File: src/rtl/xform_pkg.sv
package xform_pkg;

  // coefficient word width and fraction bits (1.0 == 2**QFRAC)
  localparam int CW    = 18;
  localparam int QFRAC = 15;
  // CORDIC angle word: 2**ZREV codes per revolution
  localparam int ZREV  = 16;
  localparam int ZW    = 18;

  typedef enum logic [1:0] {
    OP_CLARKE_FWD = 2'b00,
    OP_CLARKE_REV = 2'b01,
    OP_PARK_FWD   = 2'b10,
    OP_PARK_REV   = 2'b11
  } xop_e;

  typedef enum logic [1:0] {
    ST_IDLE = 2'd0,
    ST_ROT  = 2'd1,
    ST_MAC  = 2'd2,
    ST_HOLD = 2'd3
  } eng_st_e;

  localparam logic signed [CW-1:0] Q_ONE       = 18'sd32768;
  localparam logic signed [CW-1:0] Q_HALF      = 18'sd16384;
  localparam logic signed [CW-1:0] Q_INV_RT3   = 18'sd18919;
  localparam logic signed [CW-1:0] Q_2INV_RT3  = 18'sd37837;
  localparam logic signed [CW-1:0] Q_RT3_HALF  = 18'sd28378;
  localparam logic signed [CW-1:0] Q_ZERO      = 18'sd0;
  // start length of the CORDIC vector: product of cos(atan(2**-i))
  localparam logic signed [CW-1:0] Q_CORDIC_K  = 18'sd19898;

  // elementary rotation angle atan(2**-i) in units of 2**-ZREV revolution
  function automatic logic signed [ZW-1:0] rot_step_angle(input int i);
    case (i)
      0:  rot_step_angle = 18'sd8192;
      1:  rot_step_angle = 18'sd4836;
      2:  rot_step_angle = 18'sd2555;
      3:  rot_step_angle = 18'sd1297;
      4:  rot_step_angle = 18'sd651;
      5:  rot_step_angle = 18'sd326;
      6:  rot_step_angle = 18'sd163;
      7:  rot_step_angle = 18'sd81;
      8:  rot_step_angle = 18'sd41;
      9:  rot_step_angle = 18'sd20;
      10: rot_step_angle = 18'sd10;
      11: rot_step_angle = 18'sd5;
      12: rot_step_angle = 18'sd3;
      13: rot_step_angle = 18'sd1;
      14: rot_step_angle = 18'sd1;
      default: rot_step_angle = 18'sd0;
    endcase
  endfunction

endpackage

File: src/rtl/xform_sincos.sv
module xform_sincos
  import xform_pkg::*;
#(
  parameter int ANG_W = 12,
  parameter int ITERS = 14
) (
  input  logic                 clk,
  input  logic                 rst_n,
  input  logic                 load,
  input  logic                 step,
  input  logic [ANG_W-1:0]     ang,
  output logic signed [CW-1:0] cos_o,
  output logic signed [CW-1:0] sin_o,
  output logic                 last_o
);

  localparam int IW  = $clog2(ITERS + 1);
  localparam int ZSH = ZREV - ANG_W;
  localparam logic signed [CW-1:0] MAG_BOUND = Q_ONE + 18'sd512;

  logic signed [CW-1:0] vx_q, vy_q;
  logic signed [ZW-1:0] z_q;
  logic [1:0]           quad_q;
  logic [IW-1:0]        itr_q;

  logic signed [CW-1:0] vx_sh, vy_sh;
  logic signed [ZW-1:0] z_init, step_ang;

  always_comb begin
    z_init   = ZW'(ang[ANG_W-3:0]) <<< ZSH;
    vx_sh    = vx_q >>> itr_q;
    vy_sh    = vy_q >>> itr_q;
    step_ang = rot_step_angle(int'(itr_q));
  end

  // residual angle lies in [0, quarter turn); rotate toward it
  always_ff @(posedge clk or negedge rst_n) begin
    if (!rst_n) begin
      vx_q   <= Q_CORDIC_K;
      vy_q   <= '0;
      z_q    <= '0;
      quad_q <= '0;
      itr_q  <= '0;
    end else if (load) begin
      vx_q   <= Q_CORDIC_K;
      vy_q   <= '0;
      z_q    <= z_init;
      quad_q <= ang[ANG_W-1:ANG_W-2];
      itr_q  <= '0;
    end else if (step) begin
      if (!z_q[ZW-1]) begin
        vx_q <= vx_q - vy_sh;
        vy_q <= vy_q + vx_sh;
        z_q  <= z_q - step_ang;
      end else begin
        vx_q <= vx_q + vy_sh;
        vy_q <= vy_q - vx_sh;
        z_q  <= z_q + step_ang;
      end
      itr_q <= itr_q + IW'(1);
    end
  end

  assign last_o = (itr_q == IW'(ITERS - 1));

  // unfold the quadrant taken from the two top angle bits
  always_comb begin
    unique case (quad_q)
      2'd0: begin cos_o = vx_q;  sin_o = vy_q;  end
      2'd1: begin cos_o = -vy_q; sin_o = vx_q;  end
      2'd2: begin cos_o = -vx_q; sin_o = -vy_q; end
      default: begin cos_o = vy_q; sin_o = -vx_q; end
    endcase
  end

  // the rotating vector never grows past unit length plus margin
  a_r4_sincos_bound: assert property (@(posedge clk) disable iff (!rst_n)
    (cos_o <= MAG_BOUND) && (cos_o >= -MAG_BOUND) &&
    (sin_o <= MAG_BOUND) && (sin_o >= -MAG_BOUND));

endmodule

File: src/rtl/xform_coef_sel.sv
module xform_coef_sel
  import xform_pkg::*;
(
  input  xop_e                 op,
  input  logic [1:0]           slot,
  input  logic signed [CW-1:0] cos_i,
  input  logic signed [CW-1:0] sin_i,
  output logic signed [CW-1:0] kx,
  output logic signed [CW-1:0] ky
);

  // result[slot] = x*kx + y*ky
  always_comb begin
    kx = Q_ZERO;
    ky = Q_ZERO;
    unique case (op)
      OP_CLARKE_FWD: begin
        if (slot == 2'd0) begin kx = Q_ONE; end
        else if (slot == 2'd1) begin kx = Q_INV_RT3; ky = Q_2INV_RT3; end
      end
      OP_CLARKE_REV: begin
        if (slot == 2'd0) begin kx = Q_ONE; end
        else if (slot == 2'd1) begin kx = -Q_HALF; ky = Q_RT3_HALF; end
        else if (slot == 2'd2) begin kx = -Q_HALF; ky = -Q_RT3_HALF; end
      end
      OP_PARK_FWD: begin
        if (slot == 2'd0) begin kx = cos_i; ky = sin_i; end
        else if (slot == 2'd1) begin kx = -sin_i; ky = cos_i; end
      end
      default: begin
        if (slot == 2'd0) begin kx = cos_i; ky = -sin_i; end
        else if (slot == 2'd1) begin kx = sin_i; ky = cos_i; end
      end
    endcase
  end

endmodule

File: src/rtl/xform_mac.sv
module xform_mac
  import xform_pkg::*;
#(
  parameter int DATA_W = 12
) (
  input  logic signed [DATA_W-1:0] opx,
  input  logic signed [DATA_W-1:0] opy,
  input  logic signed [CW-1:0]     kx,
  input  logic signed [CW-1:0]     ky,
  output logic signed [DATA_W-1:0] res
);

  localparam int PW = DATA_W + CW + 2;
  localparam logic signed [PW-1:0] SAT_HI   = PW'((64'sd1 <<< (DATA_W - 1)) - 64'sd1);
  localparam logic signed [PW-1:0] SAT_LO   = -SAT_HI - PW'(1);
  localparam logic signed [PW-1:0] HALF_LSB = PW'(64'sd1 <<< (QFRAC - 1));

  logic signed [PW-1:0] px, py, acc, scaled;

  always_comb begin
    px     = PW'(opx) * PW'(kx);
    py     = PW'(opy) * PW'(ky);
    acc    = px + py;
    scaled = (acc + HALF_LSB) >>> QFRAC;
    if (scaled > SAT_HI)      res = SAT_HI[DATA_W-1:0];
    else if (scaled < SAT_LO) res = SAT_LO[DATA_W-1:0];
    else                      res = scaled[DATA_W-1:0];
  end

endmodule

File: src/rtl/xform_engine.sv
module xform_engine
  import xform_pkg::*;
#(
  parameter int DATA_W = 12,
  parameter int ANG_W  = 12,
  parameter int ITERS  = 14
) (
  input  logic              clk,
  input  logic              rst_n,
  input  logic              in_valid,
  output logic              in_ready,
  input  logic [1:0]        in_op,
  input  logic [DATA_W-1:0] in_x,
  input  logic [DATA_W-1:0] in_y,
  input  logic [ANG_W-1:0]  in_ang,
  output logic              out_valid,
  input  logic              out_ready,
  output logic [DATA_W-1:0] out_r0,
  output logic [DATA_W-1:0] out_r1,
  output logic [DATA_W-1:0] out_r2,
  output logic              busy
);

  localparam int NRES = 3;
  localparam int LAT  = ITERS + NRES;
  localparam int LCW  = $clog2(LAT + 2);

  eng_st_e                   st_q;
  xop_e                      op_q;
  logic signed [DATA_W-1:0]  x_q, y_q;
  logic [1:0]                slot_q;
  logic signed [DATA_W-1:0]  res_q [NRES];

  logic                      accept, rot_step, rot_last;
  logic signed [CW-1:0]      cos_w, sin_w, kx_w, ky_w;
  logic signed [DATA_W-1:0]  mac_res;

  assign accept   = (st_q == ST_IDLE) && in_valid;
  assign rot_step = (st_q == ST_ROT);

  xform_sincos #(.ANG_W(ANG_W), .ITERS(ITERS)) u_sincos (
    .clk    (clk),
    .rst_n  (rst_n),
    .load   (accept),
    .step   (rot_step),
    .ang    (in_ang),
    .cos_o  (cos_w),
    .sin_o  (sin_w),
    .last_o (rot_last)
  );

  xform_coef_sel u_coef (
    .op    (op_q),
    .slot  (slot_q),
    .cos_i (cos_w),
    .sin_i (sin_w),
    .kx    (kx_w),
    .ky    (ky_w)
  );

  xform_mac #(.DATA_W(DATA_W)) u_mac (
    .opx (x_q),
    .opy (y_q),
    .kx  (kx_w),
    .ky  (ky_w),
    .res (mac_res)
  );

  always_ff @(posedge clk or negedge rst_n) begin
    if (!rst_n) begin
      st_q   <= ST_IDLE;
      op_q   <= OP_CLARKE_FWD;
      x_q    <= '0;
      y_q    <= '0;
      slot_q <= '0;
      for (int i = 0; i < NRES; i++) res_q[i] <= '0;
    end else begin
      unique case (st_q)
        ST_IDLE: begin
          if (in_valid) begin
            st_q   <= ST_ROT;
            op_q   <= xop_e'(in_op);
            x_q    <= in_x;
            y_q    <= in_y;
            slot_q <= '0;
          end
        end
        ST_ROT: begin
          if (rot_last) st_q <= ST_MAC;
        end
        ST_MAC: begin
          res_q[slot_q] <= mac_res;
          slot_q        <= slot_q + 2'd1;
          if (slot_q == 2'(NRES - 1)) st_q <= ST_HOLD;
        end
        default: begin
          if (out_ready) st_q <= ST_IDLE;
        end
      endcase
    end
  end

  assign in_ready  = (st_q == ST_IDLE);
  assign busy      = (st_q != ST_IDLE);
  assign out_valid = (st_q == ST_HOLD);
  assign out_r0    = res_q[0];
  assign out_r1    = res_q[1];
  assign out_r2    = res_q[2];

  // checker-side latency counter
  logic [LCW-1:0] lat_cnt;
  always_ff @(posedge clk or negedge rst_n) begin
    if (!rst_n)                    lat_cnt <= '0;
    else if (in_valid && in_ready) lat_cnt <= '0;
    else if (busy && !out_valid)   lat_cnt <= lat_cnt + LCW'(1);
  end

  a_r1_accept_starts: assert property (@(posedge clk) disable iff (!rst_n)
    (in_valid && in_ready) |=> (busy && !out_valid));

  a_r7_fixed_latency: assert property (@(posedge clk) disable iff (!rst_n)
    $rose(out_valid) |-> (lat_cnt == LCW'(LAT)));

  a_r8_operands_frozen: assert property (@(posedge clk) disable iff (!rst_n)
    (busy && $past(busy)) |-> ($stable(x_q) && $stable(y_q) && $stable(op_q)));

  a_r9_hold_stable: assert property (@(posedge clk) disable iff (!rst_n)
    (out_valid && !out_ready) |=>
      (out_valid && $stable(out_r0) && $stable(out_r1) && $stable(out_r2)));

endmodule

File: config.mk
export PLATFORM = sky130hd
export DESIGN_NAME = xform_engine
export DESIGN_NICKNAME = d
export VERILOG_FILES = /design/src/rtl/xform_pkg.sv /design/src/rtl/xform_sincos.sv /design/src/rtl/xform_coef_sel.sv /design/src/rtl/xform_mac.sv /design/src/rtl/xform_engine.sv
export SDC_FILE = /design/constraint.sdc
export NUM_CORES = 2
export LEC_CHECK = 0
export BUFFER_PORTS_ARGS = -buffer_cell sky130_fd_sc_hd__buf_4
export CAP_MARGIN = 10
export CORE_MARGIN = 5
export CORE_UTILIZATION = 66
export CTS_CLUSTER_SIZE = 30
export DETAILED_ROUTE_END_ITERATION = 6
export PLACE_DENSITY_LB_ADDON = 0.15
export SLEW_MARGIN = 20
export SYNTH_ARGS = -nofsm -noshare
export SYNTH_HDL_FRONTEND = slang
export SYNTH_SLANG_ARGS = --single-unit
File: constraint.sdc
create_clock -name clk -period 15.4 [get_ports clk]
set_input_delay 2.31 -clock clk [delete_from_list [all_inputs] [get_ports clk]]
set_output_delay 2.31 -clock clk [all_outputs]
set_load 0.03 [all_outputs]
==> flow_summary.json <==
{
  "result_of_the_run": "finished with violations",
  "failed_checks": "design-rule violations",
  "detailed_place_hpwl_um": 66280,
  "cts.repair.resized": 0,
  "die_height_um": 225.0,
  "syn_avg_cell_area_um2": 8.508,
  "num_antenna_cells": 0,
  "rsz0062_at_grt": "no",
  "ys_types": 101,
  "postSynthRegisterBits": 126,
  "grtUsageTotal_pct": 34.25,
  "transition_time_of_the_tightest_slew_check_pin_ns": 1.078,
  "grt-ovfl-total": 0,
  "layout.cells.most_common": "sky130_fd_sc_hd__inv_1",
  "layout.nets": 4211,
  "clkTransAtPathRegs_ns": 0.07,
  "io_count": 81,
  "h_tree_levels": 4,
  "setup.worst_path.end_class": "flop",
  "maximum_achievable_frequency_mhz": 76.04,
  "finClkSkew_ns": 0.02014,
  "routed_via_density": 6.237,
  "cts-hold-fix-buffers": 0,
  "hold_depth": 2,
  "wl_um": 85350,
  "rr_startpoint": "u_sincos.vx_q[1]",
  "startpoint_type": "flop",
  "cts_post_setup_buffers_inserted": 0,
  "ys_warn_count": 0,
  "clock-sinks": 126,
  "postRouteAntennaNets": 0,
  "critical-path-max-stage-delay_ns": 0.65,
  "cp_data_arrival_time_ns": 13.49,
  "worst-r2r-cell-count": 42,
  "cap_violations": 0,
  "worst-endpoint-required_ns": 15.74,
  "sum_of_negative_setup_slack_ns": 0,
  "grt_pass1_vias": 26713,
  "min_path_type": "reg2reg",
  "worst-path-max-fanout": 24,
  "most_used_cells_in_the_layout_excluding_fill_and_tap_cells": "503 x sky130_fd_sc_hd__inv_1, 475 x sky130_fd_sc_hd__nand2_1, 399 x sky130_fd_sc_hd__fa_1, 255 x sky130_fd_sc_hd__ha_1, 206 x sky130_fd_sc_hd__nor2_1",
  "drt_drc_violations_left": 1,
  "detail_route.iter0.violations": 2115,
  "initial_antenna_violation_count": 2,
  "clock_tree_buf_depth": 2,
  "maximum_number_of_pins_on_one_net_before_global_route_repair": 69,
  "portBuffers": 80,
  "core_rows": 78,
  "finalCritPeriodShare_pct": 85.39,
  "clk_root_buffer_cell": "sky130_fd_sc_hd__clkbuf_16",
  "reg2reg_to": "out_r1[3]",
  "placeableCoreArea_mm2": 0.04558,
  "layout-area-overhead-vs-synth_pct": 3.758,
  "async_reset_ff_share_pct": 100.0,
  "routed-via-count": 25739,
  "slew_viol_final": 0,
  "die_area_mm2": 0.05060,
  "slew_headroom_pct": 27.89,
  "synth-main-ff-cell": "sky130_fd_sc_hd__dfrtp_1",
  "timing.hold.worst_endpoint": "out_r2[11]",
  "final_hold_viol_count": 0,
  "cts-buffers-inserted": 17,
  "final.fill_count": 3656,
  "firstDrtPassIters": 7,
  "floorplan.die.width_um": 225.0,
  "synth_sequential_area_ratio_pct": 10.38,
  "route.detailed.wl_per_inst_um": 20.68,
  "grt_first_pass_wirelength_um": 138600,
  "crit_type": "reg2reg",
  "mappedNetlistArea_mm2": 0.03049,
  "reg2reg_setup_slack_ns": 2.25,
  "cpMaxStageDelayCell": "sky130_fd_sc_hd__nor4_4",
  "synth_fp_nets": 4281,
  "synthCells": 3584,
  "gpl.final_weighted_congestion": 0.9781,
  "holdCritStartpoint": "out_r2[11]",
  "start_util_pct": 66.91,
  "synth-edff-count": 0,
  "number_of_setup_violations_in_the_final_report": 0,
  "clk-insertion-delay-late_ns": 0.49,
  "drive_gt1_share_pct": 7.910,
  "tritoncts": "yes",
  "fin_crit_period_ns": 13.15
}
## synthesized netlist by cell type, types with 40 or more instances
library cell / number / area share (%)
sky130_fd_sc_hd__nor2b_1: 42 / 0.86
sky130_fd_sc_hd__o21ai_0: 127 / 2.1
sky130_fd_sc_hd__xor2_1: 68 / 2.0
sky130_fd_sc_hd__dfrtp_1: 117 / 9.6
sky130_fd_sc_hd__mux4_2: 40 / 3.0
sky130_fd_sc_hd__inv_1: 503 / 6.2
sky130_fd_sc_hd__ha_1: 256 / 11
sky130_fd_sc_hd__and2_1: 178 / 3.7
sky130_fd_sc_hd__clkbuf_1: 135 / 1.7
sky130_fd_sc_hd__nor2_1: 206 / 2.5
sky130_fd_sc_hd__mux2i_1: 63 / 2.1
sky130_fd_sc_hd__xnor2_1: 141 / 4.0
sky130_fd_sc_hd__a21oi_1: 183 / 3.0
sky130_fd_sc_hd__nand2_1: 476 / 5.9
sky130_fd_sc_hd__fa_1: 399 / 26
sky130_fd_sc_hd__nand3_1: 51 / 0.84
## logic make-up after synthesis
| logic type | share of synthesized area (%) |
|---|---|
| compound gates | 12.63 |
| xor+xnor | 6.003 |
| fa+ha+maj | 36.70 |
| buf+inv | 9.798 |
| flops | 10.38 |
| mux | 6.200 |
| simple gates | 18.30 |
## layout make-up
type                            count  area, um2  area share (%)
Inverter                          508       1907           6.027
Sequential cell                   126       3168           10.01
Clock inverter                     14      137.6          0.4350
Timing Repair Buffer              116      874.6           2.764
Tap cell                          600      750.7           2.373
Clock buffer                       18      439.2           1.388
Multi-Input combinational cell   2745      24360           77.00
## worst max-delay path by stage
stage	startpoint	depth (start not counted)	endpoint
global route	u_sincos.vy_q[1]	40	out_r1[3]
detailed placement	u_sincos.quad_q[1]	41	out_r1[3]
global placement	u_sincos.quad_q[1]	41	out_r1[3]
finish	u_sincos.vx_q[1]	42	out_r1[3]
floorplan	u_sincos.vx_q[1]	44	out_r1[4]
CTS	u_sincos.quad_q[1]	41	out_r1[3]
## layer usage
| layer | up-vias | routed length, um | GRT usage (%) |
|---|---|---|---|
| li1 | 11588 | - | - |
| met1 | 12693 | 33460 | 44.56 |
| met2 | 1203 | 40820 | 56.64 |
| met3 | 255 | 6549 | 5.380 |
| met4 | 0 | 4516 | 16.01 |
| met5 | - | 0 | 0 |
## stage by stage
stage	util [%]	cells	setup slack (ns)	hold slack [ns]	instance area [um2]
after global routing	69.42	4127	1.442	0.5260	31640
after CTS	69.41	4127	2.245	0.4906	31630
after detailed placement	68.14	4095	2.312	0.4744	31060
final	69.42	4127	2.249	0.4933	31640
after global placement	68.13	4095	2.755	0.4719	31050
after floorplan	-	3584	4.714	0.4907	30490
## registers in the layout, indices dropped and copies added, names as in the netlist, 4 cells and up
register,cells
y_q,12
out_r1,12
out_r0,12
out_r2,12
u_sincos.itr_q,4
u_sincos.vx_q,18
u_sincos.z_q,18
x_q,12
u_sincos.vy_q,18
## critical path, delay by kind of cell (launching register included)
kind            cells  cell delay, ns
mux                 1            0.47
simple gates        7            2.26
compound gates     16            4.92
flops               1            0.62
xor+xnor            3            0.45
fa+ha+maj           9            3.60
buf+inv             6            0.65
Power is left out: the tool's default activity adds up to more than one toggle a clock period on the data nets, which glitch-free logic cannot reach.
